## src/rtl/tod_alarm_pkg.sv

```systemverilog
package tod_alarm_pkg;
  localparam int unsigned DATA_W   = 8;
  localparam int unsigned N_FIELDS = 3;  // 0 minutes, 1 hours, 2 day
  localparam int unsigned FLD_MIN  = 0;
  localparam int unsigned FLD_HOUR = 1;
  localparam int unsigned FLD_DAY  = 2;

  typedef struct packed {
    logic       valid;
    logic [2:0] need;  // per field, indexed as FLD_*
  } mode_t;

  // msk indexed by FLD_*; pattern read as {min, hour, day}
  function automatic mode_t decode_mode(input logic [2:0] msk);
    mode_t m;
    m = '0;
    unique case ({msk[FLD_MIN], msk[FLD_HOUR], msk[FLD_DAY]})
      3'b111: begin m.valid = 1'b1; m.need = 3'b000; end
      3'b011: begin m.valid = 1'b1; m.need = 3'b001; end
      3'b001: begin m.valid = 1'b1; m.need = 3'b011; end
      3'b000: begin m.valid = 1'b1; m.need = 3'b111; end
      default: m = '0;
    endcase
    return m;
  endfunction
endpackage

```

## src/rtl/tod_alarm_regs.sv

```systemverilog
module tod_alarm_regs #(
  parameter int unsigned NUM   = 3,
  parameter int unsigned DW    = 8,
  parameter int unsigned SEL_W = 2
) (
  input  logic                    clk_i,
  input  logic                    rst_ni,
  input  logic                    wr_en_i,
  input  logic [SEL_W-1:0]        wr_sel_i,
  input  logic [DW-1:0]           wr_data_i,
  output logic [NUM-1:0][DW-1:0]  alarm_o,
  output logic                    ien_o
);
  for (genvar i = 0; i < NUM; i++) begin : g_reg
    always_ff @(posedge clk_i or negedge rst_ni) begin
      if (!rst_ni)                                      alarm_o[i] <= '0;
      else if (wr_en_i && wr_sel_i == SEL_W'(i))        alarm_o[i] <= wr_data_i;
    end
  end

  always_ff @(posedge clk_i or negedge rst_ni) begin
    if (!rst_ni)                                        ien_o <= 1'b0;
    else if (wr_en_i && wr_sel_i == SEL_W'(NUM))        ien_o <= wr_data_i[0];
  end
endmodule

```

## src/rtl/tod_field_match.sv

```systemverilog
module tod_field_match #(
  parameter int unsigned NUM   = 3,
  parameter int unsigned DW    = 8,
  parameter int unsigned CMP_W = 7
) (
  input  logic [NUM-1:0][DW-1:0] alarm_i,
  input  logic [NUM-1:0][DW-1:0] cur_i,
  output logic [NUM-1:0]         match_o,
  output logic [NUM-1:0]         mask_o
);
  for (genvar i = 0; i < NUM; i++) begin : g_cmp
    assign match_o[i] = (alarm_i[i][CMP_W-1:0] == cur_i[i][CMP_W-1:0]);
    assign mask_o[i]  = alarm_i[i][DW-1];
  end
endmodule

```

## src/rtl/tod_window_detect.sv

```systemverilog
module tod_window_detect #(
  parameter int unsigned DW      = 8,
  parameter logic [7:0]  WIN_VAL = 8'h99,
  parameter logic [7:0]  SEC_VAL = 8'h00
) (
  input  logic          clk_i,
  input  logic          rst_ni,
  input  logic [DW-1:0] hund_i,
  input  logic [DW-1:0] sec_i,
  output logic          eval_o
);
  logic in_win, in_win_q;
  assign in_win = (hund_i == DW'(WIN_VAL));

  always_ff @(posedge clk_i or negedge rst_ni) begin
    if (!rst_ni) in_win_q <= 1'b0;
    else         in_win_q <= in_win;
  end

  // first cycle of the window only
  assign eval_o = in_win && !in_win_q && (sec_i == DW'(SEC_VAL));
endmodule

```

## src/rtl/tod_flag_ctrl.sv

```systemverilog
module tod_flag_ctrl (
  input  logic clk_i,
  input  logic rst_ni,
  input  logic set_i,
  input  logic clr_i,
  input  logic ien_i,
  output logic flag_o,
  output logic irq_no
);
  always_ff @(posedge clk_i or negedge rst_ni) begin
    if (!rst_ni)     flag_o <= 1'b0;
    else if (set_i)  flag_o <= 1'b1;  // set wins over clear
    else if (clr_i)  flag_o <= 1'b0;
  end

  assign irq_no = ~(flag_o & ien_i);
endmodule

```

## src/rtl/tod_alarm_match.sv

```systemverilog
module tod_alarm_match
  import tod_alarm_pkg::*;
#(
  parameter int unsigned DW      = DATA_W,
  parameter int unsigned CMP_W   = DW - 1,
  parameter logic [7:0]  WIN_VAL = 8'h99,
  parameter logic [7:0]  SEC_VAL = 8'h00,
  localparam int unsigned SEL_W  = $clog2(N_FIELDS + 1)
) (
  input  logic             clk_i,
  input  logic             rst_ni,
  input  logic             wr_en_i,
  input  logic [SEL_W-1:0] wr_sel_i,
  input  logic [DW-1:0]    wr_data_i,
  input  logic [DW-1:0]    cur_min_i,
  input  logic [DW-1:0]    cur_hour_i,
  input  logic [DW-1:0]    cur_day_i,
  input  logic [DW-1:0]    sec_i,
  input  logic [DW-1:0]    hund_i,
  input  logic             clr_i,
  output logic             flag_o,
  output logic             irq_no
);
  logic [N_FIELDS-1:0][DW-1:0] alarm, cur;
  logic [N_FIELDS-1:0]         match, mask;
  logic                        ien, eval, fire;
  mode_t                       mode;

  assign cur[FLD_MIN]  = cur_min_i;
  assign cur[FLD_HOUR] = cur_hour_i;
  assign cur[FLD_DAY]  = cur_day_i;

  tod_alarm_regs #(.NUM(N_FIELDS), .DW(DW), .SEL_W(SEL_W)) u_regs (
    .clk_i, .rst_ni, .wr_en_i, .wr_sel_i, .wr_data_i,
    .alarm_o(alarm), .ien_o(ien)
  );

  tod_field_match #(.NUM(N_FIELDS), .DW(DW), .CMP_W(CMP_W)) u_match (
    .alarm_i(alarm), .cur_i(cur), .match_o(match), .mask_o(mask)
  );

  tod_window_detect #(.DW(DW), .WIN_VAL(WIN_VAL), .SEC_VAL(SEC_VAL)) u_win (
    .clk_i, .rst_ni, .hund_i, .sec_i, .eval_o(eval)
  );

  assign mode = decode_mode(mask);
  assign fire = eval && mode.valid && ((match | ~mode.need) == '1);

  tod_flag_ctrl u_flag (
    .clk_i, .rst_ni, .set_i(fire), .clr_i, .ien_i(ien),
    .flag_o, .irq_no
  );
endmodule

```

## config.mk

```make
export PLATFORM = sky130hd
export DESIGN_NAME = tod_alarm_match
export DESIGN_NICKNAME = d
export VERILOG_FILES = /design/src/rtl/tod_alarm_pkg.sv /design/src/rtl/tod_alarm_regs.sv /design/src/rtl/tod_field_match.sv /design/src/rtl/tod_window_detect.sv /design/src/rtl/tod_flag_ctrl.sv /design/src/rtl/tod_alarm_match.sv
export SDC_FILE = /design/constraint.sdc
export NUM_CORES = 1
export LEC_CHECK = 0
export ABC_AREA = 1
export BUFFER_PORTS_ARGS = -buffer_cell sky130_fd_sc_hd__buf_2
export CELL_PAD_IN_SITES_DETAIL_PLACEMENT = 2
export CELL_PAD_IN_SITES_GLOBAL_PLACEMENT = 2
export CORE_ASPECT_RATIO = 2
export CORE_MARGIN = 10
export CORE_UTILIZATION = 27
export DETAILED_ROUTE_END_ITERATION = 8
export HOLD_SLACK_MARGIN = 0.15
export PLACE_DENSITY = 0.86
export SLEW_MARGIN = 15
export SYNTH_ARGS = -nofsm -noshare
export SYNTH_HDL_FRONTEND = slang
export SYNTH_SLANG_ARGS = --single-unit
```

## constraint.sdc

```tcl
create_clock -name clk_i -period 1.7 [get_ports clk_i]
set_input_delay 0.34 -clock clk_i [delete_from_list [all_inputs] [get_ports clk_i]]
set_output_delay 0.34 -clock clk_i [all_outputs]
set_load 0.02 [all_outputs]
```

# --- Yosys cells after proc, flatten, opt, wreduce, memory -nomap -nowiden ---
# Index checks and enable logic that the tools add are counted.
word_totals:
  in_bits: 54
  out_inout_bits: 2
  word_cells: 37
  reg_bits: 27
op_classes:
  bitwise: 4
  n_reduce_logical: 13
  n_mux: 3
  eq_ne: 11
ops:
  columns: ["op", "count"]
  rows:
  - ["7-bit == test", 3]
  - ["4-bit one-hot mux with 4 select lines", 1]
  - ["8-bit == test (second input constant)", 1]
  - ["1-bit logical AND", 8]
  - ["8-bit logical NOT", 1]
  - ["3-bit == test (second input constant)", 2]
  - ["2-bit == test (second input constant)", 2]
  - ["3-bit by 1-bit == test with 1-bit output (second input constant)", 1]
  - ["3-bit by 2-bit == test with 1-bit output (second input constant)", 1]
  - ["3-bit logical NOT", 1]
  - ["3-bit NOT", 1]
  - ["3-bit OR", 1]
  - ["2-bit by 1-bit == test with 1-bit output (second input constant)", 1]
  - ["2-bit logical NOT", 1]
  - ["1-bit 2-to-1 mux", 2]
  - ["2-bit nonzero test", 1]
  - ["1-bit bitwise AND", 1]
  - ["1-bit logical NOT", 1]
  - ["1-bit NOT", 1]

# --- Longest topological paths before layout ---
# Gate-level depths: netlist (run 1).
depth:
  word_depth: 7
  ltp_mapped: 10
  depth_no_buf: 10

# --- By module ---
# A second synthesis (run 1) with hierarchy kept.
unflattened:
  hier_cells: 252
  hier_area_um2: 1712.9
modules_own_cells:
  columns: ["module", "area_each_um2", "cells_per_inst", "n_inst", "seq_area_each_um2"]
  rows:
  - ["tod_alarm_regs", 1086.0, 112, 1, 625.6]
  - ["tod_field_match", 446.7, 109, 1, 0.0]
  - ["tod_window_detect", 95.1, 15, 1, 25.0]
  - ["tod_flag_ctrl", 43.8, 6, 1, 25.0]
  - ["tod_alarm_match", 41.3, 10, 1, 0.0]

# --- Least setup slack after synthesis (run 1) ---
# Ideal clock, no wire load.
synth_path:
  path_type: "reg2reg"
  startpoint: "reg u_regs.alarm_o[7] (netlist bit)"
  endpoint: "reg u_flag.flag_o"
  path_slack_ps: 692
  required_ps: 1635
  synth_period_minus_slack_ps: 1008
  setup_time_ps: 65
  path_buffers: 0
  stages_incl_launch_ff: 8
  t_arrival_ps: 943
  cell_sequence: "dfrtp_1 nor2_2 inv_2 a21oi_1 nand3_1 nor2_1 nand2_1 nand2_1"
synth_via:
  elab_chain_cells: 7
  elab_cells_between_ends: 12
  cone_classes: "eq/ne: 4; mux: 2; bitwise: 2; reduce/logical: 4"
synth_rtl:
  columns: ["element", "line_no", "rtl"]
  rows:
  - ["start: declaration", "tod_alarm_regs.sv:11", "output logic [NUM-1:0][DW-1:0] alarm_o,"]
  - ["start signal: indexed assignment", "tod_alarm_regs.sv:17", "else if (wr_en_i && wr_sel_i == SEL_W'(i)) alarm_o[i] <= wr_data_i;"]
  - ["3-bit by 1-bit == test with 1-bit output, or another cell as far along", "tod_alarm_pkg.sv:17", "unique case ({msk[FLD_MIN], msk[FLD_HOUR], msk[FLD_DAY]})"]
  - ["4-bit one-hot mux with 4 select lines *", "tod_alarm_pkg.sv:17", null]
  - ["3-bit NOT", "tod_alarm_match.sv:47", "assign fire = eval && mode.valid && ((match | ~mode.need) == '1);"]
  - ["3-bit OR", "tod_alarm_match.sv:47", null]
  - ["3-bit == test", "tod_alarm_match.sv:47", null]
  - ["1-bit logical AND *", "tod_alarm_match.sv:47", null]
  - ["1-bit 2-to-1 mux or 2-bit nonzero test (tied branches)", null, null]
  - ["end signal: assignment", "tod_flag_ctrl.sv:11", "if (!rst_ni) flag_o <= 1'b0;"]
  - ["end signal: assignment", "tod_flag_ctrl.sv:12", "else if (set_i) flag_o <= 1'b1;"]
  - ["end signal: assignment", "tod_flag_ctrl.sv:13", "else if (clr_i) flag_o <= 1'b0;"]
  - ["end: declaration", "tod_flag_ctrl.sv:7", "output logic flag_o,"]
# Mark *: on every way between the ends. The rest lies on a longest branch, timed or not.
# A chain may end at the register's enable or synchronous reset.

# --- Worst setup path after layout (run 1) ---
layout_path:
  startpoint: "reg u_flag.flag_o"
  endpoint: "out irq_no"
layout_via:
  elab_chain_cells: 2
layout_rtl:
  columns: ["element", "line_no", "rtl"]
  rows:
  - ["1-bit bitwise AND", "tod_flag_ctrl.sv:16", "assign irq_no = ~(flag_o & ien_i);"]
  - ["1-bit NOT", "tod_flag_ctrl.sv:16", null]
  - ["end: declaration", "tod_alarm_match.sv:22", "output logic irq_no"]
# No other way between the ends.

==> impl_metrics.tcl, run 1 <==
set metrics [dict create \
    setup_viol 0 \
    setup_ws_ps 434 \
    use_met3_pct 1.87 \
    grt_pass1_wl_um 8080 \
    crit_path_start_kind "flip-flop" \
    power_density_mw_per_mm2 831 \
    hold_end "u_flag.flag_o" \
    p_sw_share_pct 31.8 \
    synth_edf_count 0 \
    cts_resized 0 \
    synthTopCellsByCount "83 x nand2_1, 46 x inv_1, 27 x dfrtp_1" \
    crit_path_max_incr_delay_ps 410 \
    cp.depth 2 \
    grt_max_degree 28 \
    reg2reg_depth 10 \
    cts_buffers 3 \
    fin_setup_tns_ps 0 \
    num_vias 1536 \
    seq_power_share_pct 52.0 \
    ys_async_sr_fraction_pct 100 \
    clock_path_buffers 2 \
    power_frac_comb_pct 24.4 \
    antenna_found_initial 0 \
    worst_ep_arrival_time_ps 930 \
    drtIter0Drc 20 \
    die_y_um 126 \
    io_buffers 52 \
    ant_nets 0 \
    p_switching_uw 501 \
    yosys.area.top_type "dfrtp_1" \
    cts.sinks 27 \
    synth_cell_types 20 \
    post-route-min-period_ps 1270 \
    synth_seq_area_share_pct 44.2 \
    pwr-share-clk_pct 23.6 \
    cts_root_buffer "clkbuf_8" \
    finalNetCount 335 \
    area_growth_syn_to_layout_pct 24.0 \
    synth.most_common_cell "nand2_1" \
    reg2reg_from "u_regs.alarm_o[1]" \
    core_area_mm2 0.00547 \
    min_from "clr_i" \
    worstSetupPathType "reg2out" \
    cp_top_family "flip-flops" \
    start_util_pct 28.0 \
    status "finished, final reports clean" \
    grt_pass1_vias 1793 \
    grt_util_met1_pct 10.8 \
    avgViaCountPerCell 4.52 \
    insertion_delay_ps 270 \
    drive_gt1_share_pct 22.1 \
    netlist_instances 226 \
    dp_hpwl_um 3970 \
    cp-end-kind "output pin" \
    r2r-end "u_flag.flag_o" \
    grt-ovfl-total 0 \
    fmax_ghz 0.790 \
    crit_path_cell_trace "nand2_1 > buf_2" \
    top_usage_layer "met2" \
    drt-total-wl_um 4770 \
    drc 0 \
    dominantRegCellSynth "dfrtp_1" \
    ys_top_cells_by_area "dfrtp_1 44%, nand2_1 20%, inv_1 11%, o21ai_1 7.9%, nor2_1 4.9%" \
    leakage_nw 1.12 \
    grt_usage_pct 10.7 \
    first_pass_iters 3 \
    path_max_fanout 3 \
    ys_warn_count 0 \
    synth_top_area_share_pct 44.2 \
    slowest_stage "dfrtp_1" \
    drv_cap 0 \
    rows 38 \
    die_w_um 73.2 \
    clock_skew_ps 2.40 \
    grtUsageMet2_pct 20.2 \
    gp_congestion 0.685 \
    rrSetupSlack_ps 470 \
    boundaryPins 56 \
    synthesis.nets 280 \
    routedWlPerCell_um 14.0 \
    syn_area_mm2 0.00153 \
    cp.required_ps 1360 \
    cts_tree "built" \
    htree_levels 1 \
    p_int_mw 1.07 \
    rsz0062_at_grt "no" \
    num_antenna_cells 0 \
    post-route-period-util_pct 74.5 \
    ys_seq_elements 27 \
    avgSynthCellArea_um2 6.77 \
    crit_start "u_flag.flag_o" \
    tightest_slew_ps 627 \
    hp-class "in2reg" \
    slew_violations 0 \
    clk_pin_slew_ps 90 \
    post-place-ws_ps 417 \
    cp_num_buf_inv 1 \
    vdd_drop_max_uv 418 \
    min_path_cells 4 \
    die_area_mm2 0.00926 \
    maxSlewHeadroom_pct 58.2 \
    hold_viol 0 \
]
==> flip-flops by register name, indices dropped and copies added (netlist names) <==
name and flops:
u_flag.flag_o 1, u_regs.alarm_o 24, u_regs.ien_o 1, u_win.in_win_q 1
==> power groups by stage <==
| stage | clock (mW) | sequential (mW) | combinational [mW] |
|---|---|---|---|
| 6_report | 0.372 | 0.819 | 0.385 |
| 5_1_grt | 0.409 | 0.835 | 0.461 |
| 4_1_cts | 0.391 | 0.820 | 0.400 |
| 3_5_place_dp | 0 | 0.828 | 0.392 |
| 3_3_place_gp | 0 | 0.822 | 0.361 |
| 2_1_floorplan | 0 | 0.804 | 0.253 |
==> what timing repair did <==
action / CTS / global route
endpoints found under the setup margin: 0 / 0
setup buffers: 0 / 0
hold endpoints to repair: 27 / 0
hold buffers: 1 / 0
==> per-stage QoR <==
step	cells	cell area [µm²]	util, %	hold slack, ps	total power, mW
after floorplan	226	1530	-	44.4	1.06
after global placement	335	1840	33.7	388	1.18
after detailed placement	335	1840	33.7	395	1.22
after CTS	340	1900	34.7	299	1.61
after global routing	340	1900	34.7	325	1.71
final	340	1900	34.7	305	1.58
==> metal layers <==
metal | vias up | part of all wire (%) | routed length [µm]
met5 | - | 0 | 0
met4 | 0 | 1.8 | 85
met3 | 5 | 3.9 | 185
li1 | 777 | - | -
met2 | 28 | 57 | 2730
met1 | 726 | 37 | 1770
==> worst max-delay path by stage <==
stage | endpoint | slack [ps]
after floorplan | u_flag.flag_o | 690
after global placement | u_regs.alarm_o[3] | 470
after detailed placement | u_regs.alarm_o[2] | 420
after CTS | u_flag.flag_o | 430
after global routing | u_flag.flag_o | 220
final | irq_no | 430
==> cells by family after synthesis <==
group           after synthesis  synth area share (%)
simple gates                117                  31.1
buf+inv                      51                  13.3
flops                        27                  44.2
compound gates               26                  8.51
xor+xnor                      5                  2.86
==> worst reg2reg max path, cell delays in order, from the launching register on <==
cell and delay, ps:
dfrtp_1 410, inv_1 70, nand2_1 60, nand2_1 50
nor2_1 110, nand2_1 80, nor2_1 110, nor2_1 60
nor2_1 130, nand2_1 70, nand2_1 50
==> cell usage in the layout, fill, tap and decap left out <==
cell	netlist	routed
nor2_2	2	2
buf_2	1	52
dlygate4sd3_1	0	1
nor3_1	1	1
dfrtp_1	27	27
nor2_1	20	20
nand3_1	4	4
o21ai_0	1	1
nand2_2	1	1
inv_2	2	2
clkbuf_1	0	1
nand4_1	2	2
nand2_1	83	83
nand3_2	2	2
or2_1	1	1
o21ai_1	24	24
a21oi_1	1	1
xnor2_1	5	5
clkbuf_8	0	3
inv_1	46	46
and3_1	1	1
==> area by class of cell <==
| type | instances | area, µm² |
|---|---|---|
| Tap cell | 60 | 75.1 |
| Fill cell | 688 | 3570 |
| Multi-Input combinational cell | 148 | 649 |
| Inverter | 48 | 180 |
| Sequential cell | 27 | 676 |
| Clock buffer | 4 | 45.0 |
| Timing Repair Buffer | 53 | 270 |
Note: power is estimated with default switching activity, not from simulation.
==> run 2: changes to the inputs <==
--- a/config.mk
+++ b/config.mk
@@ -11,10 +11,10 @@
 export CELL_PAD_IN_SITES_GLOBAL_PLACEMENT = 2
 export CORE_ASPECT_RATIO = 2
 export CORE_MARGIN = 10
-export CORE_UTILIZATION = 27
+export CORE_UTILIZATION = 25
 export DETAILED_ROUTE_END_ITERATION = 8
 export HOLD_SLACK_MARGIN = 0.15
-export PLACE_DENSITY = 0.86
+export PLACE_DENSITY = 0.81
 export SLEW_MARGIN = 15
 export SYNTH_ARGS = -nofsm -noshare
 export SYNTH_HDL_FRONTEND = slang
==> constraint.sdc (replaced) <==
create_clock -name clk_i -period 1.2 [get_ports clk_i]
set_input_delay 0.24 -clock clk_i [delete_from_list [all_inputs] [get_ports clk_i]]
set_output_delay 0.24 -clock clk_i [all_outputs]
set_load 0.02 [all_outputs]
==> impl_metrics.tcl, run 2 (synthesized netlist as in run 1, its figures left out) <==
set metrics [dict create \
    drv_cap 0 \
    leakage_nw 1.16 \
    cp_num_buf_inv 0 \
    clock_path_buffers 2 \
    cts.sinks 27 \
    vdd_drop_max_uv 450 \
    instances_no_fill 348 \
    drtIter0Drc 44 \
    grt_max_degree 28 \
    grtUsageMet2_pct 19.9 \
    setup_ws_ps 23.4 \
    drive_gt1_share_pct 24.2 \
    htree_levels 1 \
    boundaryPins 56 \
    antenna_found_initial 0 \
    die_w_um 75.3 \
    power_density_mw_per_mm2 1250 \
    fin_setup_tns_ps 0 \
    post-route-period-util_pct 98.0 \
    tightest_slew_ps 346 \
    regArea_um2 676 \
    gp_congestion 0.754 \
    start_util_pct 25.7 \
    crit_path_max_incr_delay_ps 420 \
    cp.required_ps 1400 \
    path_max_fanout 3 \
    io_buffers 52 \
    grt-ovfl-total 0 \
    insertion_delay_ps 260 \
    clk_pin_slew_ps 60 \
    worstSetupPathType "reg2reg" \
    status "finished, final reports clean" \
    fmax_ghz 0.850 \
    crit_top_cell "nand2_1" \
    grt_pass1_wl_um 7950 \
    num_antenna_cells 0 \
    top_register "u_regs.alarm_o" \
    setup_viol 0 \
    clock_skew_ps 2.26 \
    finalNetCount 340 \
    first_pass_iters 4 \
    ant_nets 0 \
    design_area_mm2 0.00199 \
    drt-total-wl_um 4760 \
    cp-end-kind "flip-flop" \
    cts_tree "built" \
    die_area_mm2 0.00983 \
    post-place-ws_ps -20.3 \
    rsz0062_at_grt "yes" \
    drc 0 \
    placed_cell_area_mm2 0.00187 \
    rows 40 \
    crit_path_start_kind "flip-flop" \
    area_growth_syn_to_layout_pct 30.0 \
    hp-class "in2reg" \
    die_y_um 131 \
    slowest_stage "dfrtp_1" \
    use_met3_pct 1.51 \
    hold_viol 0 \
    layout_common_cells "83 x nand2_1, 52 x buf_2, 46 x inv_1" \
    grt_util_met1_pct 9.54 \
    routedWlPerCell_um 13.7 \
    top_usage_layer "met2" \
    post-route-min-period_ps 1180 \
    num_vias 1584 \
    cts_root_buffer "clkbuf_16" \
    grt_pass1_vias 1862 \
    final_common_cell "nand2_1" \
    cts_buffers 3 \
    grt_usage_pct 10.3 \
    fillCellCount 740 \
    slew_violations 0 \
    maxSlewHeadroom_pct 76.9 \
    largest_reg_flops 24 \
    worst_ep_arrival_time_ps 1380 \
    avgViaCountPerCell 4.55 \
    cp_top_family "simple AND/OR/NAND/NOR gates" \
    dp_hpwl_um 4140 \
    crit_path_cell_trace "nand2_1 > nand2_1 > nor2_1 > nand2_1 > nor2_1 > nor2_1 > nor2_1 > nand2_1 > nand2_1" \
    core_area_mm2 0.00596 \
    placed_cells 340 \
    multiInputGateArea_um2 654 \
]
## run 2: changes by cell type in the layout (fill, tap and decap cells not counted), sizes merged
cell,delta
buf,+5
## run 2: per-stage QoR
stage / util [%] / hold slack [ps] / total power [mW]
after floorplan: - / -55.6 / 1.50
after global placement: 31.4 / 263 / 1.69
after detailed placement: 31.4 / 263 / 1.75
after CTS: 32.9 / 219 / 2.52
after global routing: 33.4 / 239 / 2.69
final: 33.4 / 223 / 2.49
## run 2: worst paths after layout
| path | start | end | slack [ps] | depth (start not counted) |
|---|---|---|---|---|
| max | u_regs.alarm_o[0] | u_flag.flag_o | 20 | 9 |
| max in group asynchronous | rst_ni | u_regs.alarm_o[14] | 360 | 3 |
| max reg2reg | u_regs.alarm_o[0] | u_flag.flag_o | 20 | 9 |
| min | clr_i | u_flag.flag_o | 220 | 4 |
| min in group asynchronous | rst_ni | u_regs.ien_o | 580 | 3 |
| min reg2reg | u_regs.ien_o | u_regs.ien_o | 490 | 2 |
## run 2: repair_timing
| action | CTS | global route |
|---|---|---|
| setup buffers | 0 | 3 |
| hold buffers | 1 | 0 |
| endpoints found under the hold margin | 27 | 0 |
| resized for setup | 0 | 2 |
| endpoints found under the setup margin | 1 | 1 |
## run 2: cell type report
| class | instances | area share, % |
|---|---|---|
| sequential | 27 | 34.0 |
| multi-input combinational | 148 | 32.9 |
| timing repair buffer | 58 | 16.1 |
| inverter | 48 | 9.06 |
| clock buffer | 4 | 3.96 |
| tap | 63 | 3.96 |
## run 2: worst reg2reg max path, stage by stage, from the launching register on
cell and delay [ps]:
dfrtp_1 420, nand2_1 90, nand2_1 50, nor2_1 90, nand2_1 90, nor2_1 100, nor2_1 60, nor2_1 110
nand2_1 60, nand2_1 50
## run 2: routing by layer
layer / vias to the layer above / wire length (µm)
li1: 784 / -
met1: 757 / 1610
met2: 33 / 2770
met3: 10 / 193
met4: 0 / 189
met5: - / 0
## run 2: where the power goes
part / switching, mW / internal, mW
Clock: 0.291 / 0.454
Combinational: 0.318 / 0.269
Sequential: 0.112 / 1.05
Total: 0.721 / 1.77
==> run 3: changes to the inputs <==
--- a/config.mk
+++ b/config.mk
@@ -14,7 +14,7 @@
 export CORE_UTILIZATION = 25
 export DETAILED_ROUTE_END_ITERATION = 8
 export HOLD_SLACK_MARGIN = 0.15
-export PLACE_DENSITY = 0.81
+export PLACE_DENSITY = 0.8
 export SLEW_MARGIN = 15
 export SYNTH_ARGS = -nofsm -noshare
 export SYNTH_HDL_FRONTEND = slang
==> impl_metrics.tcl, run 3 (synthesized netlist as in run 1, its figures left out) <==
set metrics [dict create \
    status "complete, but fails checks" \
    violations "setup timing" \
    rows 40 \
    rsz0062_at_grt "yes" \
    maxSlewHeadroom_pct 76.0 \
    p_switching_uw 718 \
    boundaryPins 56 \
    tightest_slew_ps 360 \
    largest_reg_flops 24 \
    area_growth_syn_to_layout_pct 29.4 \
    cts_buffers 3 \
    cts_root_buffer "clkbuf_16" \
    total_power_mw 2.47 \
    finalNetCount 337 \
    io_buffers 52 \
    fillCellCount 763 \
    antenna_found_initial 0 \
    crit_path_cell_trace "inv_1 > nand2_1 > nand2_1 > nor2_2 > nand2_2 > nor2_4 > nor2_2 > nor2_1 > nand2_1 > nand2_1" \
    die_w_um 75.3 \
    leakage_nw 1.15 \
    final_common_cell "nand2_1" \
    gp_congestion 0.738 \
    cp-end-kind "flip-flop" \
    cts_tree "built" \
    drive_gt1_share_pct 24.5 \
    drc 0 \
    num_antenna_cells 0 \
    drv_cap 0 \
    cts_setup_buffers 0 \
    clk_pin_slew_ps 60 \
    ant_nets 0 \
    crit_path_start_kind "flip-flop" \
    multiInputGateArea_um2 667 \
    path_max_fanout 3 \
    rrSetupSlack_ps -30 \
    dp_hpwl_um 4060 \
    p_int_mw 1.75 \
    grt_pass1_vias 1771 \
    crit_top_cell "nand2_1" \
    setup_viol 1 \
    cp.required_ps 1400 \
    grt_usage_pct 9.94 \
    setup_ws_ps -30.2 \
    grt_pass1_wl_um 7710 \
    htree_levels 1 \
    grt-ovfl-total 0 \
    slew_violations 0 \
    avgViaCountPerCell 4.52 \
    routedWlPerCell_um 13.6 \
    layout_common_cells "82 x nand2_1, 52 x buf_2, 46 x inv_1" \
    fin_setup_tns_ps -30.2 \
    grt_max_degree 28 \
    hold_viol 0 \
    worstSetupPathType "reg2reg" \
    top_register "u_regs.alarm_o" \
    fmax_ghz 0.813 \
    crit_path_max_incr_delay_ps 380 \
    drt-total-wl_um 4690 \
    post-route-period-util_pct 103 \
    hp-class "in2reg" \
    start_util_pct 25.7 \
    insertion_delay_ps 260 \
    post-route-min-period_ps 1230 \
    first_pass_iters 4 \
    seq_power_share_pct 46.7 \
    p_sw_share_pct 29.1 \
    power_density_mw_per_mm2 1250 \
    core_area_mm2 0.00596 \
    slowest_stage "dfrtp_1" \
    clock_path_buffers 2 \
    worst_ep_arrival_time_ps 1430 \
    power_frac_comb_pct 23.0 \
    die_y_um 131 \
    num_vias 1561 \
    vdd_drop_max_uv 730 \
    drtIter0Drc 40 \
    clock_skew_ps 3.36 \
    cts.sinks 27 \
    regArea_um2 676 \
    die_area_mm2 0.00983 \
    pwr-share-clk_pct 30.3 \
]
[run 3: final timing paths]
| check | from | to | cells past startpoint |
|---|---|---|---|
| worst min register to register | u_regs.ien_o | u_regs.ien_o | 2 |
| max in group asynchronous | rst_ni | u_regs.alarm_o[11] | 3 |
| min in group asynchronous | rst_ni | u_regs.ien_o | 3 |
| worst min-delay path | clr_i | u_flag.flag_o | 4 |
| worst max register to register | u_regs.alarm_o[19] | u_flag.flag_o | 10 |
| worst max-delay path | u_regs.alarm_o[19] | u_flag.flag_o | 10 |
[run 3: power by group through the flow]
stage / Sequential (mW) / Clock (mW) / Combinational, mW
2_1_floorplan: 1.14 / 0 / 0.359
3_3_place_gp: 1.16 / 0 / 0.522
3_5_place_dp: 1.17 / 0 / 0.564
4_1_cts: 1.16 / 0.767 / 0.578
5_1_grt: 1.18 / 0.802 / 0.669
6_report: 1.15 / 0.749 / 0.567
[run 3: final cells by class]
cell class | count | area share (%)
Multi-Input combinational cell | 148 | 33.7
Tap cell | 63 | 3.98
Clock buffer | 4 | 3.98
Sequential cell | 27 | 34.2
Inverter | 48 | 9.11
Timing Repair Buffer | 55 | 15.1
[run 3: timing repair]
| action | CTS | global route |
|---|---|---|
| gates cloned | 0 | 0 |
| pin swaps | 0 | 4 |
| hold endpoints to repair | 27 | 0 |
| resized for setup | 3 | 3 |
| setup endpoints to repair | 1 | 1 |
| hold buffers | 1 | 0 |
[run 3: stage by stage]
| stage | utilization, % | hold slack [ps] | cells | cell area, µm² | worst slack (ps) |
|---|---|---|---|---|---|
| floorplan | - | -55.6 | 226 | 1530 | 192 |
| global placement | 31.4 | 261 | 340 | 1870 | 46.3 |
| detailed placement | 31.4 | 271 | 340 | 1870 | -54.2 |
| CTS | 33.0 | 222 | 345 | 1970 | -14.8 |
| global route | 33.2 | 256 | 345 | 1980 | -136 |
| finish | 33.2 | 223 | 345 | 1980 | -30.2 |
[run 3: critical path: cells and delay by family, from the launching register on]
| family | cells | cell delay, ps |
|---|---|---|
| buf+inv | 1 | 50 |
| simple gates | 9 | 740 |
| flops | 1 | 380 |
[run 3: per-layer routing]
metal  part of all wire, %  GRT usage (%)
met1                    35           9.39
met5                     0              0
met2                    58           19.9
met4                   1.8           3.30
met3                   4.8           1.81
